$ cat src/rtl/sdu_pkg.sv
package sdu_pkg;
  localparam int IDX_W = 4;

  typedef enum logic {
    OP_DADD = 1'b0,
    OP_DSUB = 1'b1
  } dop_e;

  typedef struct packed {
    logic             ok;
    dop_e             op;
    logic [IDX_W-1:0] dst;
    logic [IDX_W-1:0] rn;
    logic [IDX_W-1:0] rm;
  } dec_t;
endpackage

$ cat src/rtl/sdu_fmt_dec.sv
module sdu_fmt_dec
  import sdu_pkg::*;
#(
  parameter bit COMPACT = 1'b0
) (
  input  logic [31:0] insn_i,
  output dec_t        dec_o
);
  generate
    if (COMPACT) begin : g_compact
      logic [15:0] hw0, hw1;
      logic        is_add, is_sub, bad_reg;

      function automatic logic forbidden(input logic [IDX_W-1:0] r);
        return (r == 4'd13) || (r == 4'd15);
      endfunction

      assign hw0 = insn_i[31:16];
      assign hw1 = insn_i[15:0];

      always_comb begin
        is_add  = (hw0[15:4] == 12'hFA8) && ((hw1 & 16'hF0F0) == 16'hF090);
        is_sub  = (hw0[15:4] == 12'hFA8) && ((hw1 & 16'hF0F0) == 16'hF0B0);
        dec_o.rn  = hw0[3:0];
        dec_o.dst = hw1[11:8];
        dec_o.rm  = hw1[3:0];
        bad_reg = forbidden(dec_o.rn) || forbidden(dec_o.dst) || forbidden(dec_o.rm);
        dec_o.op  = is_sub ? OP_DSUB : OP_DADD;
        dec_o.ok  = (is_add || is_sub) && !bad_reg;
      end
    end else begin : g_classic
      logic is_add, is_sub, fixed_ok, bad_reg;

      always_comb begin
        fixed_ok = (insn_i[11:8] == 4'b0000) && (insn_i[7:4] == 4'b0101);
        is_add   = fixed_ok && (insn_i[27:20] == 8'b0001_0100);
        is_sub   = fixed_ok && (insn_i[27:20] == 8'b0001_0110);
        dec_o.dst = insn_i[15:12];
        dec_o.rn  = insn_i[19:16];
        dec_o.rm  = insn_i[3:0];
        bad_reg  = (dec_o.dst == 4'd15) || (dec_o.rn == 4'd15) || (dec_o.rm == 4'd15);
        dec_o.op  = is_sub ? OP_DSUB : OP_DADD;
        dec_o.ok  = (is_add || is_sub) && !bad_reg;
      end
    end
  endgenerate
endmodule

$ cat src/rtl/sdu_sat_dp.sv
module sdu_sat_dp
  import sdu_pkg::*;
#(
  parameter int DW = 32
) (
  input  logic [DW-1:0] rn_val_i,
  input  logic [DW-1:0] rm_val_i,
  input  dop_e          op_i,
  output logic [DW-1:0] dbl_o,
  output logic          dbl_ovf_o,
  output logic [DW-1:0] res_o,
  output logic          res_ovf_o
);
  localparam logic [DW-1:0] POS_LIM = {1'b0, {(DW-1){1'b1}}};
  localparam logic [DW-1:0] NEG_LIM = {1'b1, {(DW-1){1'b0}}};

  // Returns {overflow, clamped value} of a +/- b in DW-bit two's complement.
  function automatic logic [DW:0] clamp_op(input logic [DW-1:0] a,
                                           input logic [DW-1:0] b,
                                           input logic          sub);
    logic [DW:0] wide;
    logic        ovf;
    wide = sub ? ({a[DW-1], a} - {b[DW-1], b})
               : ({a[DW-1], a} + {b[DW-1], b});
    ovf  = wide[DW] ^ wide[DW-1];
    if (!ovf)          return {1'b0, wide[DW-1:0]};
    else if (wide[DW]) return {1'b1, NEG_LIM};
    else               return {1'b1, POS_LIM};
  endfunction

  logic [DW:0] stage1, stage2;

  always_comb begin
    stage1    = clamp_op(rn_val_i, rn_val_i, 1'b0);
    dbl_ovf_o = stage1[DW];
    dbl_o     = stage1[DW-1:0];
    stage2    = clamp_op(rm_val_i, dbl_o, op_i == OP_DSUB);
    res_ovf_o = stage2[DW];
    res_o     = stage2[DW-1:0];
  end
endmodule

$ cat src/rtl/sat_dbl_unit.sv
module sat_dbl_unit
  import sdu_pkg::*;
#(
  parameter int DW = 32
) (
  input  logic                 clk,
  input  logic                 rst_n,
  input  logic                 compact_i,
  input  logic [31:0]          insn_i,
  input  logic                 cond_pass_i,
  input  logic [DW-1:0]        rn_val_i,
  input  logic [DW-1:0]        rm_val_i,
  input  logic                 flag_clr_i,
  output logic [IDX_W-1:0]     rn_idx_o,
  output logic [IDX_W-1:0]     rm_idx_o,
  output logic                 legal_o,
  output logic                 wen_o,
  output logic [IDX_W-1:0]     dst_o,
  output logic [DW-1:0]        result_o,
  output logic                 sat_flag_o
);
  localparam int NFMT = 2;
  localparam logic [DW-1:0] POS_LIM = {1'b0, {(DW-1){1'b1}}};
  localparam logic [DW-1:0] NEG_LIM = {1'b1, {(DW-1){1'b0}}};

  dec_t          dec_fmt [NFMT];
  dec_t          dec_sel;
  logic [DW-1:0] dbl_val, res_val;
  logic          dbl_ovf, res_ovf;
  logic          sat_event;

  genvar g;
  generate
    for (g = 0; g < NFMT; g++) begin : g_fmt
      sdu_fmt_dec #(.COMPACT(g == 1)) u_dec (
        .insn_i (insn_i),
        .dec_o  (dec_fmt[g])
      );
    end
  endgenerate

  assign dec_sel  = compact_i ? dec_fmt[1] : dec_fmt[0];
  assign rn_idx_o = dec_sel.rn;
  assign rm_idx_o = dec_sel.rm;

  sdu_sat_dp #(.DW(DW)) u_dp (
    .rn_val_i  (rn_val_i),
    .rm_val_i  (rm_val_i),
    .op_i      (dec_sel.op),
    .dbl_o     (dbl_val),
    .dbl_ovf_o (dbl_ovf),
    .res_o     (res_val),
    .res_ovf_o (res_ovf)
  );

  assign sat_event = dec_sel.ok && cond_pass_i && (dbl_ovf || res_ovf);

  always_ff @(posedge clk) begin
    if (!rst_n) begin
      legal_o    <= 1'b0;
      wen_o      <= 1'b0;
      dst_o      <= '0;
      result_o   <= '0;
      sat_flag_o <= 1'b0;
    end else begin
      legal_o    <= dec_sel.ok;
      wen_o      <= dec_sel.ok && cond_pass_i;
      dst_o      <= dec_sel.ok ? dec_sel.dst : '0;
      result_o   <= dec_sel.ok ? res_val : '0;
      if (flag_clr_i)     sat_flag_o <= 1'b0;
      else if (sat_event) sat_flag_o <= 1'b1;
    end
  end

  AST_WEN_NEEDS_LEGAL: assert property (@(posedge clk) disable iff (!rst_n)
    wen_o |-> legal_o);
  AST_ILLEGAL_QUIET: assert property (@(posedge clk) disable iff (!rst_n)
    !dec_sel.ok |=> (!legal_o && !wen_o));
  AST_DBL_CLAMP: assert property (@(posedge clk) disable iff (!rst_n)
    dbl_ovf |-> (dbl_val == POS_LIM || dbl_val == NEG_LIM));
  AST_FLAG_STICKY: assert property (@(posedge clk) disable iff (!rst_n)
    (sat_flag_o && !flag_clr_i) |=> sat_flag_o);
  AST_FLAG_NEEDS_COND: assert property (@(posedge clk) disable iff (!rst_n)
    (!sat_flag_o && !cond_pass_i) |=> !sat_flag_o);
  AST_FLAG_CLEARED: assert property (@(posedge clk) disable iff (!rst_n)
    flag_clr_i |=> !sat_flag_o);
endmodule

$ cat config.mk
export PLATFORM = sky130hd
export DESIGN_NAME = sat_dbl_unit
export DESIGN_NICKNAME = d
export VERILOG_FILES = /design/src/rtl/sdu_pkg.sv /design/src/rtl/sdu_fmt_dec.sv /design/src/rtl/sdu_sat_dp.sv /design/src/rtl/sat_dbl_unit.sv
export SDC_FILE = /design/constraint.sdc
export NUM_CORES = 1
export LEC_CHECK = 0
export CORE_MARGIN = 3
export CORE_UTILIZATION = 30
export CTS_CLUSTER_SIZE = 40
export DETAILED_ROUTE_END_ITERATION = 10
export DONT_BUFFER_PORTS = 1
export PLACE_DENSITY = 0.49
export SYNTH_ARGS = -nofsm -noshare
export SYNTH_HDL_FRONTEND = slang
export SYNTH_SLANG_ARGS = --single-unit
$ cat constraint.sdc
create_clock -name clk -period 18.77 [get_ports clk]
set_input_delay 3.754 -clock clk [delete_from_list [all_inputs] [get_ports clk]]
set_output_delay 3.754 -clock clk [all_outputs]
set_load 0.05 [all_outputs]
==> results.md, run 1 <==
* Status: finished clean
* #FFs+latches synth at 39
* Max incr delay on CP at 680 ps
* Area growth syn-to-layout at 5.54%
* Mapped Area at 4160 µm²
* Least-Margin Pin Slew at 836 ps
* Fill count at 1469
* Post-synthesis average cell area at 7.80 µm²
* Switch share at 37.7%
* CP Max Fanout at 53
* Part of the power in the clock network at 27.8%
* Die area at 15300 µm²
* CTS tree: built
* Vias in the first global route at 3733
* Slowest cell on crit path: nor2_1
* I/O Pins at 148
* Most used DFF post-synth: dfxtp_1
* Post-Layout Cell Count at 693
* Tmin final at 10090 ps
* Relative slew slack at between 40% and 50%
* Iteration count of the initial detailed-routing pass at 4
* CP arrival at 10260 ps
* Multi-input combinational cell area at 3140 µm²
* Most used cell, CP: ha_1
* Flop pwr share at 28.2%
* CTS Buf Count at 5
* Initial antenna violation count at 0
* Top cells by area, synth: dfxtp_1 19%, ha_1 11%, a21oi_1 8.5%
* Yosys warns at 0
* Area of the core at 13400 µm²
* Power Dens Cells at 67.0 nW/µm²
* Post-route ant nets at 0
* Hold Fails Final Rpt at 0
* Ys async rst share at 0%
* P_int at 0.183 mW
* Routability Congestion at 0.846
* Nets at between 600 and 700
* Worst setup SP type: primary input
* Area fraction of the dominant cell type after synthesis at 18.8%
* Period utilization at a little over half
* Port Buf Inserts at 0
* EDFF count, synth at 0
* LEAKAGE at 1.73 nW
* Max_cap viols at 0
* Post-CTS Setup Inserts at 0
* Chip width at 124 µm
* Sequential element share of the synthesized area at 18.8%
* Register Area at 781 µm²
* CP Capture Type: flip-flop
* Core Util, Final at approximately a third
* Initial DRC Count at 210
* Post-synthesis cell count at 533
* Gate power share at 44.1%
* Cell taking the most area after synthesis: dfxtp_1
* Clock skew at 0 ps
* CTS max path bufs at 2
* Largest net degree at the start of global routing at between 50 and 60
* Sum Neg Setup Slack at 0 ps
* P_sw at 0.111 mW
* Diode count at 0
* Worst hold slack at roughly 800 ps
* CTS Hold Bufs at 0
* DRC Markers at 0
* Unique masters post-synth at 62
* VDD IR-drop max at 28.6 µV
* Initial Util at 31.0%
* Data required, critical path at 18940 ps
* Std cell rows at 42
* Crit Path Class: primary input to flip-flop
* Clk_lat worst skew at 280 ps
* Clock Sinks at 39
* Total number of vias at between 3000 and 4000
* Placed cell count at 685
* Fmax at 99.1 MHz
* All-Layer GR Usage at 17.1%
* First-pass GRT wire length at 20100 µm
* Die Height at between 100 and 150 µm
* Post-Syn Nets at 673
* WL per Instance at roughly 19 µm
* Hold Crit Class: flip-flop to flip-flop
* Final wirelength at around 13000 µm
* Final setup viols at 0
* R2R setup slack at 17800 ps
* Vias per cell at 5.52
* Reg clk slew, reported paths at 60 ps
* GR Overflow Total at 0
* CTS root buffer: clkbuf_16
* HPWL after DPL at roughly 11000 µm
* Max-slew violation count at 0
* PostCTS Resize Cnt at 0
* H-tree Lvls at 2
* RSZ-0062 raised after global routing: false
* Share of layout cells above drive strength 1 at 10.3%
## power by group through the flow
stage,Combinational [mW],Sequential (mW),Clock [mW]
after global placement,0.128,0.0846,0
final,0.130,0.0828,0.0817
after CTS,0.129,0.0828,0.0854
after global routing,0.146,0.0827,0.0882
after detailed placement,0.129,0.0846,0
after floorplan,0.109,0.0846,0
## state kept, by name (all words and copies together), names as in the netlist
| name | count |
|---|---|
| result_o | 32 |
| legal_o | 1 |
| dst_o | 4 |
| wen_o | 1 |
| sat_flag_o | 1 |
## synth_stat cells (4+ instances only)
library cell	instances
a21oi_1	71
nor2_1	41
dfxtp_1	39
ha_1	38
nand2_1	29
xnor2_1	29
o21ai_2	27
xor2_1	26
o21ai_0	24
inv_1	19
a21o_1	18
nand3_1	17
clkbuf_1	16
a31oi_1	8
buf_4	8
nand4_1	8
nor3_1	8
o211ai_1	7
o31ai_1	7
nand2b_1	6
nor4_1	6
a211oi_1	5
mux2i_1	5
and3_1	4
nor3b_1	4
o21a_1	4
o41ai_1	4
## through the flow
stage / setup WS [ps] / area (µm²) / power [mW]
after floorplan: 9380 / 4160 / 0.193
after global routing: 8160 / 4390 / 0.317
after detailed placement: 8460 / 4250 / 0.213
after CTS: 8710 / 4390 / 0.298
final: 8680 / 4390 / 0.294
after global placement: 8760 / 4250 / 0.213
## worst max-delay path, delay by kind of cell
| kind | cells | cell delay [ps] |
|---|---|---|
| buffers and inverters | 2 | 310 |
| AOI/OAI and AO/OA | 13 | 2730 |
| adders and majority gates | 4 | 1240 |
| and+or+nand+nor | 7 | 2040 |
| xor gates and xnor gates | 1 | 160 |
## cells in the final DEF (no fill, tap or decap), types with 3 or more instances in the layout
cell type and n:
xnor2_1 29, dfxtp_1 39, mux2i_1 5, clkbuf_16 5, o21ai_2 27, a31oi_1 8
a31o_2 3, o21a_1 4, nand2_1 29, o21ai_1 3, a21oi_1 71, and3_1 4
o31ai_1 7, xor2_1 26, inv_1 19, a21o_1 18, nor3b_1 4, o21ai_0 24
nor2_1 41, buf_4 4, ha_1 38, nor3_1 8, nor4_1 6, o211ai_1 7
nand4_1 8, nand3_1 17, a211oi_1 5, nand2b_1 6, o41ai_1 4, nor2b_1 3
or2_2 3, o21bai_1 3
## logic make-up after synthesis
group,share of synthesized area [%]
buf+inv,5.60
simple gates,18.9
compound gates,32.0
xor+xnor,11.6
mux,1.20
flops,18.8
fa+ha+maj,11.9
## final timing paths
kind,to,start,cells after the start
hold / removal,sat_flag_o,sat_flag_o,2
hold reg to reg,sat_flag_o,sat_flag_o,2
setup reg to reg,sat_flag_o,sat_flag_o,2
setup / recovery,result_o[19],rn_val_i[30],27
## final cells by class
cell class              count  share of cell area, %
repair buffers              4                  0.684
flip-flops and latches     39                   17.8
inverters                  20                   1.71
clock buffers               7                   3.02
multi-input cells         446                   71.7
well taps                 176                   5.02
clock inverters             1                  0.114
## metal layers
layer  wire length (µm)  share of wire (%)  GRT usage (%)
met1               5470                 41           21.1
met2               6410                 48           29.2
met3               1120                8.5           4.63
met4                258                1.9           5.05
met5                  0                  0              0
No activity file was read; power rests on OpenSTA's default activity.
==> run 2, diff against run 1 <==
Clock period 18.77 ns to 9.6 ns, I/O delays scaled along.
==> run 2 against run 1 <==
Compared with the run above: sequential share of layout area about the same; routed wire length up 0.15%; clock power up 96%; critical path depth down 1; cell count up 0.14%; count of clock-buffer cells in the layout unchanged; combinational power up 95%; critical path type unchanged.
==> results.md, run 2 (synthesis gave the netlist of run 1 again) <==
* Status: finished clean
* R2R setup slack at 8610 ps (-9190 ps)
* Least-Margin Pin Slew at 892 ps (+56.5 ps)
* Post-Layout Cell Count at 694 (+0.14%)
* All-Layer GR Usage at 16.9% (-0.20 points)
* Switch share at 37.6% (-0.097 points)
* Leading cell type in the layout, fill and taps excluded: a21oi_1
* First-pass GRT wire length at 20000 µm (-0.62%)
* DRC Markers at 0 (unchanged)
* Largest net degree at the start of global routing at 53 (-1.9%)
* CP Max Fanout at 52 (-1.9%)
* CP arrival at 8270 ps (-1990 ps)
* Clock Sinks at 39 (unchanged)
* Post-CTS Setup Inserts at 0 (unchanged)
* CTS Hold Bufs at 0 (unchanged)
* HPWL after DPL at 11200 µm (+0.90%)
* Period utilization at about 85%
* Max-slew violation count at 0 (unchanged)
* Hold Fails Final Rpt at 0 (unchanged)
* Port Buf Inserts at 0 (unchanged)
* Placed cell count at 686 (+0.15%)
* PostCTS Resize Cnt at 0 (unchanged)
* Area of the core at 13400 µm² (unchanged)
* Chip width at 124 µm (unchanged)
* Gate power share at 44.0% (about the same)
* Initial Util at 31.0% (unchanged)
* Data required, critical path at 9750 ps (-9190 ps)
* Fmax at approximately 120 MHz
* I/O Pins at 148 (unchanged)
* WL per Instance at 19.1 µm (about the same)
* Largest Register: result_o
* Hold Crit Class: flip-flop to flip-flop
* CTS tree: built
* P_int at 0.358 mW (+96%)
* Sum Neg Setup Slack at 0 ps (unchanged)
* Die area at 15300 µm² (unchanged)
* Post-route ant nets at 0 (unchanged)
* CTS max path bufs at 2 (unchanged)
* Vias per cell at 5.59 (+1.2%)
* Max_cap viols at 0 (unchanged)
* Vias in the first global route at 3811 (+2.1%)
* Part of the power in the clock network at 27.9% (about the same)
* Most frequent cells in the layout: 71 x a21oi_1, 41 x nor2_1, 39 x dfxtp_1, 38 x ha_1
* Initial antenna violation count at 0 (unchanged)
* CTS root buffer: clkbuf_16
* Final wirelength at 13300 µm (+0.15%)
* Worst setup SP type: primary input
* Power Dens Cells at 131 nW/µm² (+95%)
* Share of layout cells above drive strength 1 at 10.4% (+0.17 points)
* P_sw at 0.216 mW (+95%)
* Clock skew at 0 ps (unchanged)
* Crit Path Class: primary input to flip-flop
* CTS Buf Count at 5 (unchanged)
* Relative slew slack at 39.7% (-3.8 points)
* Top Registers: result_o (32), dst_o (4)
* Area growth syn-to-layout at 5.72%
* H-tree Lvls at 2 (unchanged)
* CP Capture Type: flip-flop
* RSZ-0062 raised after global routing: false
* Iteration count of the initial detailed-routing pass at 4 (unchanged)
* Die Height at 124 µm (unchanged)
* GR Overflow Total at 0 (unchanged)
* Total number of vias at 3877 (+1.3%)
* Flop pwr share at 28.2% (about the same)
* Initial DRC Count at 200 (-4.8%)
* Worst hold slack at 796 ps (+0.944 ps)
* Nets at 657 (+0.15%)
* VDD IR-drop max at 57.7 µV (+100%)
* Final setup viols at 0 (unchanged)
* LEAKAGE at 1.74 nW (+0.30%)
* Reg clk slew, reported paths at 60 ps (about the same)
* Std cell rows at 42 (unchanged)
* Diode count at 0 (unchanged)
* Tmin final at 8120 ps
* Routability Congestion at 0.862 (+1.9%)
* Clk_lat worst skew at 280 ps (about the same)
* Max reg flops at 32 (unchanged)
## run 2: cell count changes in the layout (fill, tap and decap cells not counted)
| cell | delta |
|---|---|
| buf_4 | +1 |
## run 2: power by group through the flow
stage                     clock network, mW  registers [mW]  logic, mW
final                                 0.160           0.162      0.253
after global placement                    0           0.165      0.251
after detailed placement                  0           0.165      0.251
after CTS                             0.168           0.162      0.253
after floorplan                           0           0.165      0.212
after global routing                  0.175           0.162      0.283
## run 2: path summary, 6_finish.rpt
kind / cells past startpoint / from / to
worst max-delay path: 26 / rn_val_i[30] / result_o[16]
worst min register to register: 2 / sat_flag_o / sat_flag_o
worst min-delay path: 2 / sat_flag_o / sat_flag_o
worst max register to register: 2 / sat_flag_o / sat_flag_o
## run 2: final cells by class
type                       instances  area, µm²
tap                              176        220
clock buffer                       7        133
fill                            1465       9000
inverter                          20       75.1
sequential                        39        781
timing repair buffer               5       37.5
multi-input combinational        446       3140
clock inverter                     1       5.00
## run 2: stage by stage
stage	worst slack, ps	area, µm²	util, %	power [mW]
after floorplan	2040	4160	-	0.378
after global placement	1420	4260	31.8	0.417
after detailed placement	1200	4260	31.8	0.416
after CTS	1470	4400	32.8	0.582
after global routing	964	4400	32.8	0.620
final	1480	4400	32.8	0.575
## run 2: worst max-delay path, stage by stage
cell	delay (ps)
inv_1	20
ha_1	280
buf_4	430
or4b_1	540
nor2_1	140
and2_1	180
o21ai_2	100
a2111oi_4	410
o21ai_1	210
nand3_1	140
a21oi_1	150
a21oi_1	170
ha_1	240
and4_1	220
nor2b_1	130
o211ai_1	110
a21boi_0	370
a211oi_1	220
o211ai_1	260
nand2_1	110
o31a_1	290
xor2_1	150
ha_1	340
nand2_1	610
buf_4	400
o21ai_2	100
## run 2: metal layers
layer	GRT usage, %	up-vias	wire length (µm)
li1	-	1939	-
met5	0	-	0
met4	5.74	0	382
met3	4.45	20	1110
met1	20.7	1756	5620
met2	28.7	162	6180
==> run 3, diff against run 2 <==
Clock period 9.6 ns to 8.09 ns, I/O delays scaled along.
==> run 3 against run 2 <==
Compared with the run above: highest routed layer unchanged; non-clock buffer count increased by 7; via count rose by 0.15%; die area did not move; core utilization rose by 0.49 points; routed wire length grew 1.4%; sequential cell count stayed put; total power is 19% higher; register-to-register slack lost 1500 ps; count of clock-buffer cells in the layout is the same.
==> results.md, run 3 (synthesis gave the netlist of run 1 again) <==
* Status: finished clean
* Share of layout cells above drive strength 1 at 11.6% (+1.2 points)
* Post-route ant nets at 0 (unchanged)
* LEAKAGE at 1.78 nW (+2.4%)
* Total number of vias at 3883 (+0.15%)
* Crit Path Class: primary input to flip-flop
* CP arrival at 7580 ps (-690 ps)
* I/O Pins at 148 (unchanged)
* Sum Neg Setup Slack at 0 ps (unchanged)
* Post-CTS Setup Inserts at 0 (unchanged)
* Relative slew slack at 57.6% (+18 points)
* M1 wire length at 5430 µm (-3.4%)
* All-Layer GR Usage at 17.2% (+0.25 points)
* Initial DRC Count at 196 (-2.0%)
* Nets at 664 (+1.1%)
* Std cell rows at 42 (unchanged)
* First-pass GRT wire length at 20300 µm (+1.4%)
* Clock Sinks at 39 (unchanged)
* Area of the core at 13400 µm² (unchanged)
* Fmax at 135 MHz
* Clock skew at 0 ps (unchanged)
* H-tree Lvls at 2 (unchanged)
* CP Max Fanout at 15 (-71%)
* HPWL after DPL at 11300 µm (+1.0%)
* Data required, critical path at 8280 ps (-1470 ps)
* WL per Instance at 19.2 µm (+0.42%)
* Die area at 15300 µm² (unchanged)
* Clk_lat worst skew at 280 ps (about the same)
* Largest Register: result_o
* Multi-input combinational cell area at 3140 µm² (unchanged)
* Port Buf Inserts at 0 (unchanged)
* Worst setup SP type: primary input
* Period utilization at about nine tenths
* PostCTS Resize Cnt at 0 (unchanged)
* Met3 Routed Length at 1250 µm (+12%)
* Vias in the first global route at 3897 (+2.3%)
* Max incr delay on CP at 390 ps (-220 ps)
* CTS Buf Count at 5 (unchanged)
* CTS Hold Bufs at 0 (unchanged)
* Area growth syn-to-layout at 7.28%
* DRC Markers at 0 (unchanged)
* Leading cell type in the layout, fill and taps excluded: a21oi_1
* Register Area at 781 µm² (unchanged)
* Core Util, Final at 33.3% (+0.49 points)
* CTS root buffer: clkbuf_16
* Final wirelength at 13500 µm (+1.4%)
* Top Registers: result_o (32), dst_o (4)
* Most used cell, CP: ha_1
* Critical path buffers and inverters at 3 (unchanged)
* Max reg flops at 32 (unchanged)
* Slowest cell on crit path: ha_1
* GR Overflow Total at 0 (unchanged)
* Vias per cell at 5.54 (-0.85%)
* Reg clk slew, reported paths at 60 ps (about the same)
* Least-Margin Pin Slew at 636 ps (-256 ps)
* Routability Congestion at 0.856 (-0.66%)
* Hold Fails Final Rpt at 0 (unchanged)
* Final setup viols at 0 (unchanged)
* Design Area, Final at 4460 µm² (+1.5%)
* Max_cap viols at 0 (unchanged)
* Diode count at 0 (unchanged)
* Initial Util at 31.0% (unchanged)
* CTS max path bufs at 2 (unchanged)
* Iteration count of the initial detailed-routing pass at 4 (unchanged)
* CP Capture Type: flip-flop
* Tmin final at 7390 ps
* Top sig layer: met4
* Met2 WL at 6560 µm (+6.2%)
* Fill count at 1438 (-1.8%)
* CTS tree: built
* Chip width at 124 µm (unchanged)
* VDD IR-drop max at 71.9 µV (+24%)
* Hold Crit Class: flip-flop to flip-flop
* RSZ-0062 raised after global routing: false
* Largest net degree at the start of global routing at 41 (-23%)
* Die Height at 124 µm (unchanged)
* Most frequent cells in the layout: 71 x a21oi_1, 41 x nor2_1, 39 x dfxtp_1, 38 x ha_1
* Power Dens Cells at 154 nW/µm² (+18%)
* Max-slew violation count at 0 (unchanged)
* Largest delay contributor family on the critical path: compound AO/OA/AOI/OAI gates
* Initial antenna violation count at 0 (unchanged)
* Placement Cell Area at 4320 µm² (+1.5%)
[run 3: routing by layer]
metal,GRT usage (%),vias to the layer above
li1,-,1957
met2,30.5,157
met5,0,-
met4,4.78,0
met1,19.7,1757
met3,5.40,12
[run 3: where the power goes]
group	internal [mW]	leakage, nW	switching, mW
Combinational	0.122	1.40	0.182
Clock	0.114	0.0679	0.0757
Sequential	0.192	0.314	0.00000926
Total	0.428	1.78	0.258
[run 3: worst paths after layout]
check	slack, ps	cells after the start	startpoint	to
worst max-delay path	700	28	rn_val_i[30]	result_o[8]
worst min register to register	810	2	sat_flag_o	sat_flag_o
worst max register to register	7110	2	sat_flag_o	sat_flag_o
worst min-delay path	810	2	sat_flag_o	sat_flag_o
[run 3: stage by stage]
step | cells | hold slack, ps | total power [mW] | setup slack [ps]
finish | 701 | 807 | 0.686 | 697
global route | 701 | 854 | 0.738 | 190
CTS | 701 | 813 | 0.693 | 698
detailed placement | 693 | 805 | 0.498 | 440
global placement | 693 | 783 | 0.497 | 710
floorplan | 533 | 759 | 0.448 | 835
[run 3: final cells by class]
class	count	share of cell area [%]
multi-input combinational	446	70.5
sequential	39	17.5
tap	176	4.94
clock buffer	7	2.97
timing repair buffer	12	2.30
inverter	20	1.68
clock inverter	1	0.112
[run 3: worst reg2reg max path: cells and delay by family (launching register included)]
kind / cells / cell delay [ps]
flops: 1 / 640
simple gates: 1 / 180
compound gates: 1 / 90
